## config.mk

```make
export PLATFORM = sky130hd
export DESIGN_NAME = cell_shunt_ctrl
export DESIGN_NICKNAME = d
export VERILOG_FILES = /design/src/rtl/cell_bal_pkg.sv /design/src/rtl/cell_extremes.sv /design/src/rtl/bank_thermal.sv /design/src/rtl/shunt_pwm.sv /design/src/rtl/cell_timer.sv /design/src/rtl/cell_shunt_ctrl.sv
export SDC_FILE = /design/constraint.sdc
export NUM_CORES = 1
export LEC_CHECK = 0
export ABC_AREA = 1
export BUFFER_PORTS_ARGS = -buffer_cell sky130_fd_sc_hd__buf_2
export CORE_MARGIN = 5
export CORE_UTILIZATION = 46
export CTS_BUF_LIST = sky130_fd_sc_hd__clkbuf_4 sky130_fd_sc_hd__clkbuf_8
export DETAILED_ROUTE_END_ITERATION = 8
export PLACE_DENSITY = 0.77
export SKIP_CTS_REPAIR_TIMING = 1
export SLEW_MARGIN = 0
export SYNTH_ARGS = -nofsm -noshare
export SYNTH_HDL_FRONTEND = slang
export SYNTH_SLANG_ARGS = --single-unit
```

## constraint.sdc

```tcl
create_clock -name clk -period 5.8 [get_ports clk]
set_input_delay 0 -clock clk [delete_from_list [all_inputs] [get_ports clk]]
set_output_delay 0 -clock clk [all_outputs]
set_load 0.01 [all_outputs]
```

## src/rtl/cell_bal_pkg.sv

```systemverilog
package cell_bal_pkg;
    typedef enum logic [1:0] {
        TH_NORMAL   = 2'd0,
        TH_THROTTLE = 2'd1,
        TH_TRIP     = 2'd2
    } therm_state_e;
endpackage

```

## src/rtl/cell_extremes.sv

```systemverilog
module cell_extremes #(
    parameter int N_CELL = 4,
    parameter int VW     = 12
) (
    input  logic [N_CELL*VW-1:0] cell_v,
    output logic [VW-1:0]        v_min,
    output logic [VW-1:0]        v_max
);
    always_comb begin
        v_min = cell_v[VW-1:0];
        v_max = cell_v[VW-1:0];
        for (int i = 1; i < N_CELL; i++) begin
            if (cell_v[i*VW +: VW] < v_min) v_min = cell_v[i*VW +: VW];
            if (cell_v[i*VW +: VW] > v_max) v_max = cell_v[i*VW +: VW];
        end
    end
endmodule

```

## src/rtl/bank_thermal.sv

```systemverilog
module bank_thermal
    import cell_bal_pkg::*;
#(
    parameter int TW = 12
) (
    input  logic         clk,
    input  logic         rst_n,
    input  logic [TW-1:0] temp_code,
    input  logic [TW-1:0] temp_hot,
    input  logic [TW-1:0] temp_trip,
    output therm_state_e  state_d,
    output therm_state_e  state_q
);
    always_comb begin
        if (temp_code >= temp_trip)
            state_d = TH_TRIP;
        else if (state_q == TH_TRIP && temp_code >= temp_hot)
            state_d = TH_TRIP;
        else if (temp_code >= temp_hot)
            state_d = TH_THROTTLE;
        else
            state_d = TH_NORMAL;
    end

    always_ff @(posedge clk or negedge rst_n) begin
        if (!rst_n) state_q <= TH_NORMAL;
        else        state_q <= state_d;
    end

    // a trip is never released while the bank is at or above the throttle level
    assert_trip_hysteresis_R5: assert property (@(posedge clk) disable iff (!rst_n)
        (state_q == TH_TRIP && temp_code >= temp_hot) |=> (state_q == TH_TRIP));

    // reaching the trip level always ends in the trip state
    assert_trip_entry_R5: assert property (@(posedge clk) disable iff (!rst_n)
        (temp_code >= temp_trip) |=> (state_q == TH_TRIP));
endmodule

```

## src/rtl/shunt_pwm.sv

```systemverilog
module shunt_pwm #(
    parameter int PW = 16
) (
    input  logic          clk,
    input  logic          rst_n,
    input  logic [PW-1:0] pwm_period,
    input  logic [PW-1:0] duty_nom,
    input  logic [PW-1:0] duty_hot,
    input  logic          hot_d,
    output logic          on_d
);
    logic [PW-1:0] phase_d, phase_q;
    logic [PW-1:0] duty_sel;
    logic          wrap;

    always_comb begin
        wrap     = ({1'b0, phase_q} + {{PW{1'b0}}, 1'b1}) >= {1'b0, pwm_period};
        phase_d  = wrap ? '0 : phase_q + 1'b1;
        duty_sel = hot_d ? duty_hot : duty_nom;
        on_d     = phase_d < duty_sel;
    end

    always_ff @(posedge clk or negedge rst_n) begin
        if (!rst_n) phase_q <= '0;
        else        phase_q <= phase_d;
    end

    // phase returns to zero after the last slot of a stable period
    assert_phase_wraps_R3: assert property (@(posedge clk) disable iff (!rst_n)
        ($stable(pwm_period) && pwm_period != '0 && phase_q == pwm_period - 1'b1)
        |=> (phase_q == '0));
endmodule

```

## src/rtl/cell_timer.sv

```systemverilog
module cell_timer #(
    parameter int TMR_W = 20
) (
    input  logic             clk,
    input  logic             rst_n,
    input  logic             mark_d,
    input  logic [TMR_W-1:0] limit,
    output logic             tmo_q
);
    logic [TMR_W-1:0] cnt_d, cnt_q;
    logic             tmo_d;

    always_comb begin
        if (!mark_d)             cnt_d = '0;
        else if (cnt_q >= limit) cnt_d = cnt_q;
        else                     cnt_d = cnt_q + 1'b1;
        tmo_d = mark_d && (cnt_d >= limit);
    end

    always_ff @(posedge clk or negedge rst_n) begin
        if (!rst_n) begin
            cnt_q <= '0;
            tmo_q <= 1'b0;
        end else begin
            cnt_q <= cnt_d;
            tmo_q <= tmo_d;
        end
    end
endmodule

```

## src/rtl/cell_shunt_ctrl.sv

```systemverilog
module cell_shunt_ctrl
    import cell_bal_pkg::*;
#(
    parameter int N_CELL = 4,
    parameter int VW     = 12,
    parameter int TW     = 12,
    parameter int PW     = 16,
    parameter int TMR_W  = 20,
    parameter int WD_W   = 16
) (
    input  logic                  clk,
    input  logic                  rst_n,
    input  logic                  charging,
    input  logic                  sample_vld,
    input  logic [N_CELL*VW-1:0]  cell_v,
    input  logic [TW-1:0]         temp_code,
    input  logic [VW-1:0]         bal_min_v,
    input  logic [VW-1:0]         bal_diff,
    input  logic [VW-1:0]         div_limit,
    input  logic [TW-1:0]         temp_hot,
    input  logic [TW-1:0]         temp_trip,
    input  logic [PW-1:0]         pwm_period,
    input  logic [PW-1:0]         duty_nom,
    input  logic [PW-1:0]         duty_hot,
    input  logic [TMR_W-1:0]      bal_max_time,
    input  logic [WD_W-1:0]       wd_limit,
    output logic [N_CELL-1:0]     shunt_en,
    output logic [N_CELL-1:0]     bal_timeout,
    output logic                  diverge_err,
    output logic                  throttle_active,
    output logic                  overtemp,
    output logic                  data_stale
);
    typedef struct packed {
        logic [N_CELL-1:0] mark;
        logic [N_CELL-1:0] shunt;
        logic [WD_W-1:0]   idle;
        logic              stale;
        logic              div;
    } ctl_t;

    ctl_t st_d, st_q;

    logic [VW-1:0] v_min, v_max;
    therm_state_e  th_d, th_q;
    logic          pwm_on_d;

    cell_extremes #(.N_CELL(N_CELL), .VW(VW)) u_ext (
        .cell_v (cell_v),
        .v_min  (v_min),
        .v_max  (v_max)
    );

    bank_thermal #(.TW(TW)) u_therm (
        .clk       (clk),
        .rst_n     (rst_n),
        .temp_code (temp_code),
        .temp_hot  (temp_hot),
        .temp_trip (temp_trip),
        .state_d   (th_d),
        .state_q   (th_q)
    );

    shunt_pwm #(.PW(PW)) u_pwm (
        .clk        (clk),
        .rst_n      (rst_n),
        .pwm_period (pwm_period),
        .duty_nom   (duty_nom),
        .duty_hot   (duty_hot),
        .hot_d      (th_d == TH_THROTTLE),
        .on_d       (pwm_on_d)
    );

    always_comb begin
        st_d = st_q;

        if (sample_vld) begin
            for (int i = 0; i < N_CELL; i++) begin
                st_d.mark[i] = (cell_v[i*VW +: VW] > bal_min_v) &&
                               ((cell_v[i*VW +: VW] - v_min) > bal_diff);
            end
            st_d.div = (v_max - v_min) > div_limit;
        end

        if (sample_vld)              st_d.idle = '0;
        else if (st_q.idle >= wd_limit) st_d.idle = st_q.idle;
        else                         st_d.idle = st_q.idle + 1'b1;
        st_d.stale = st_d.idle >= wd_limit;

        for (int i = 0; i < N_CELL; i++) begin
            st_d.shunt[i] = st_d.mark[i] && charging && pwm_on_d &&
                            (th_d != TH_TRIP) && !st_d.stale;
        end
    end

    always_ff @(posedge clk or negedge rst_n) begin
        if (!rst_n) st_q <= '0;
        else        st_q <= st_d;
    end

    for (genvar g = 0; g < N_CELL; g++) begin : g_timer
        cell_timer #(.TMR_W(TMR_W)) u_tmr (
            .clk    (clk),
            .rst_n  (rst_n),
            .mark_d (st_d.mark[g]),
            .limit  (bal_max_time),
            .tmo_q  (bal_timeout[g])
        );
    end

    assign shunt_en        = st_q.shunt;
    assign diverge_err     = st_q.div;
    assign data_stale      = st_q.stale;
    assign throttle_active = (th_q == TH_THROTTLE);
    assign overtemp        = (th_q == TH_TRIP);

    // a shunt may only be on for a marked cell
    assert_shunt_needs_mark_R1: assert property (@(posedge clk) disable iff (!rst_n)
        (shunt_en & ~st_q.mark) == '0);

    // marks move only after a strobe
    assert_mark_held_R2: assert property (@(posedge clk) disable iff (!rst_n)
        !$past(sample_vld) |-> $stable(st_q.mark));

    // no bleeding after a non-charging cycle
    assert_no_discharge_bleed_R4: assert property (@(posedge clk) disable iff (!rst_n)
        !$past(charging) |-> (shunt_en == '0));

    // the trip blanks every shunt
    assert_trip_blanks_R5: assert property (@(posedge clk) disable iff (!rst_n)
        overtemp |-> (shunt_en == '0));

    // timeout only reported for a marked cell
    assert_timeout_needs_mark_R7: assert property (@(posedge clk) disable iff (!rst_n)
        (bal_timeout & ~st_q.mark) == '0);

    // stale data blanks every shunt
    assert_stale_blanks_R9: assert property (@(posedge clk) disable iff (!rst_n)
        data_stale |-> (shunt_en == '0));
endmodule

```

==> impl_results.md <==
* Commonest non-fill, non-tap cell in the layout: nand2_1
* Vias at 22.0k
* CTS tree: built
* Clock group share of total power at 0.117
* Pint at 0.00378 W
* Final net count at 4,084
* Avg Cell Area, Syn at 6.97 sq um
* CP top delay family: simple AND/OR/NAND/NOR gates
* Post-layout min period at between 8 and 9 ns
* RePlAce Congestion at around 1.1
* Drt drc at 0
* Met1 GRT Util at 0.362
* Crit path depth at between 50 and 60
* I/O Pins at 220
* Failing checks: hold timing, setup timing
* Reg2reg path depth at 28
* Site row count at 75
* Sw Share at 0.464
* Power per Cell Area at 267 nW/um^2
* Power share of the combinational group at 0.743
* Chip width at 216 microns
* Pre-antenna DRT Iters at 8
* Die area at 46,500 sq um
* Syn_nets at 3,456
* Seq pwr share at 0.140
* Reg2reg setup slack at roughly 0.3 ns
* Seq/Total Area, Yosys at 0.165
* Post-Layout Inst Area at 26,400 sq um
* Hold_ws at -0.0304 ns
* Initial core utilization at 0.464
* Cell mode on critical path: ha_4
* Period utilisation layout at 1.45
* Asr flop ratio synth at 1.00
* Worst r2r src: u_pwm.phase_q[0]$_DFF_PN0_
* Vias in the first global route at 20.6k
* Inserted Clock Buffers at 17
* Leak at between 10 and 15 nW
* Placed inst area at 24,700 sq um
* Met3 GRT Util at 0.0343
* Worst IR drop on VDD at about 0.00020 V
* Initial antenna violation count at 2
* # port buffers at 219
* CP Max Fanout at 7
* Clock Tree Root: clkbuf_8
* Status: finished, violations left
* Via/cell ratio at 5.55
* Flops & latches, synth at 128
* Synth warn at 0
* Worst path slowest cell: a2111oi_2
* Avg WL per Cell at 17.6 microns
* Most used flip-flop cell after synthesis: dfrtp_1
* Synth Instances at 2,788
* Post-Syn Area at roughly 20,000 sq um
* Layout cells sized above 1 at 0.278
* CP endpoint kind: flip-flop
* Core footprint at 41,900 sq um
* RSZ-0062 raised after global routing: true
* Crit path to: g_timer[3].u_tmr.tmo_q$_DFF_PN0_
* Final core occ at 0.630
* DP HPWL at 57,000 microns
* Fin. Hold Viols at 1
* Place WS at -3.23 ns
* Number of synthesized flops with an enable pin at 0
* Worst-Skew Late Latency at 0.49 ns
* Clock Path Buffers at 2
* 1st-iter DRT viols at around 1.8k
* PnR worst setup slack at -2.58 ns
* Antenna Nets Post-Route at 0
* Critical Path AT at 8.77 ns
* H-tree levels at 4
* Final wirelength at between 70,000 and 80,000 microns
* Synth cell types at 60
* Fin. max-slew vios at 0
* Worst setup path class: in -> reg
* GRT Resource Usage Total at 0.281
* # setup viols final at 93
* Fill count at 3,701
* CTS sink count at 128
* CP max stage delay at 0.33 ns
* Worst r2r dst: shunt_en[2]$_DFF_PN0_
* Max_cap viols at 0
* Layout area overhead at 35.8%
* Crit start category: input pin
* Sw Pwr at 0.00327 W
* Worst path bufs/invs at 14
* Critical Path Source: cell_v[11]
* Worst endpoint required time at 6.19 ns
* Total grt overflow at 0
* Largest net degree at the start of global routing at 79
* Fmax at 119 MHz
* Clock transition at the registers of the reported paths at 0.08 ns
* Layout Skew at 0.0201 ns
* Met2 GRT Util at 0.468
* Relative slew slack at 0.319
* Die Y-Extent at ~220 microns
* First-pass GRT wire length at 106,000 microns
* Hold Crit Class: in -> reg
* Actual slew at the worst max-slew pin at 1.02 ns
* GRT busiest layer: met2
* Most frequent cells in the layout: nand2_1, ha_1, inv_1
==> area by class of cell <==
cell class | instances | area (sq um) | area share
multi-input cells | 2183 | 15900 | 0.603
diodes | 1 | 2.50 | 0.0000948
clock buffers | 21 | 283 | 0.0107
flip-flops and latches | 128 | 3200 | 0.121
repair buffers | 639 | 4490 | 0.170
clock inverters | 11 | 128 | 0.00484
inverters | 447 | 1700 | 0.0643
well taps | 539 | 674 | 0.0256
==> layer usage <==
layer	share of wire	vias to the layer above	routed length [microns]
li1	-	10900	-
met3	0.074	211	5160
met5	0.00051	-	36
met2	0.46	865	31900
met4	0.059	4	4140
met1	0.41	10100	28800
==> power by group through the flow <==
stage	combinational, W	clock (W)	sequential, W
4_1_cts	0.00470	0.000838	0.000985
3_3_place_gp	0.00461	0	0.000999
6_report	0.00524	0.000824	0.000989
2_1_floorplan	0.00276	0	0.000994
3_5_place_dp	0.00468	0	0.00100
5_1_grt	0.00579	0.000882	0.000992
==> cells in the mapped netlist, types with 3 or more instances <==
cell	n	area [sq um]
nand4_1	91	569
ha_1	460	5760
inv_2	6	22.5
a21oi_1	253	1270
xor2_1	28	245
nor4_1	11	68.8
o21ai_1	6	30.0
a21o_1	7	52.6
a31oi_1	14	87.6
o221ai_1	13	114
xnor2_1	10	87.6
nand3_1	144	721
o21ai_0	144	721
o21ai_2	5	43.8
a221oi_1	5	43.8
o211ai_1	13	97.6
a21boi_0	4	30.0
nor3_1	86	430
nand3b_1	9	67.6
nand3_4	3	52.6
buf_4	8	60.1
clkbuf_1	19	71.3
or4_1	5	37.5
inv_1	440	1650
o21a_1	22	165
mux2i_1	15	150
nor2_1	196	736
a211oi_1	19	143
nand2_1	538	2020
buf_2	3	15.0
nand2_2	22	138
a2111oi_0	4	35.0
dfrtp_1	128	3200
nor3b_1	8	60.1
o21bai_1	15	113
==> registers in the layout (all words and copies together), names as in the netlist <==
register and flops:
g_timer.u_tmr.tmo_q 4, u_therm.state_q 2, st_q 20, g_timer.u_tmr.cnt_q 80, data_stale 1, u_pwm.phase_q 16, shunt_en 4, diverge_err 1
==> tightest hold or removal path: cells and delay by family <==
kind | cells | cell delay [ns]
buffers and inverters | 1 | 0.09
AND/OR/NAND/NOR | 1 | 0.10
adder cells (fa/ha/maj) | 1 | 0.14
AO/OA/AOI/OAI | 1 | 0.09
==> per-stage QoR <==
step	total power, W	setup TNS (ns)	cells	hold WS, ns
2_1_floorplan	0.00376	-49.81	2788	-0.296
3_3_place_gp	0.00561	-111.93	3904	0.105
3_5_place_dp	0.00569	-123.45	3904	0.111
4_1_cts	0.00653	-78.31	3936	-0.418
5_1_grt	0.00766	-114.97	3968	0.000179
6_report	0.00706	-86.07	3969	-0.0304
==> cells by family after synthesis <==
logic type               count (synthesis)  share of synthesized area
AO/OA/AOI/OAI                          537                      0.158
multiplexers                            15                    0.00773
buffers and inverters                  479                     0.0950
AND/OR/NAND/NOR                       1131                      0.261
flip-flops                             128                      0.165
XOR/XNOR                                38                     0.0171
adder cells (fa/ha/maj)                460                      0.296
==> worst min-delay path by stage <==
stage	start	cells past startpoint	end
2_1_floorplan	rst_n	0	data_stale$_DFF_PN0_
3_3_place_gp	rst_n	1	g_timer[2].u_tmr.cnt_q[4]$_DFF_PN0_
3_5_place_dp	rst_n	1	g_timer[2].u_tmr.cnt_q[4]$_DFF_PN0_
4_1_cts	rst_n	1	g_timer[2].u_tmr.cnt_q[4]$_DFF_PN0_
5_1_grt	temp_code[11]	4	u_therm.state_q[1]$_DFF_PN0_
6_report	temp_code[11]	4	u_therm.state_q[1]$_DFF_PN0_
(Power assumes the default switching activity.)
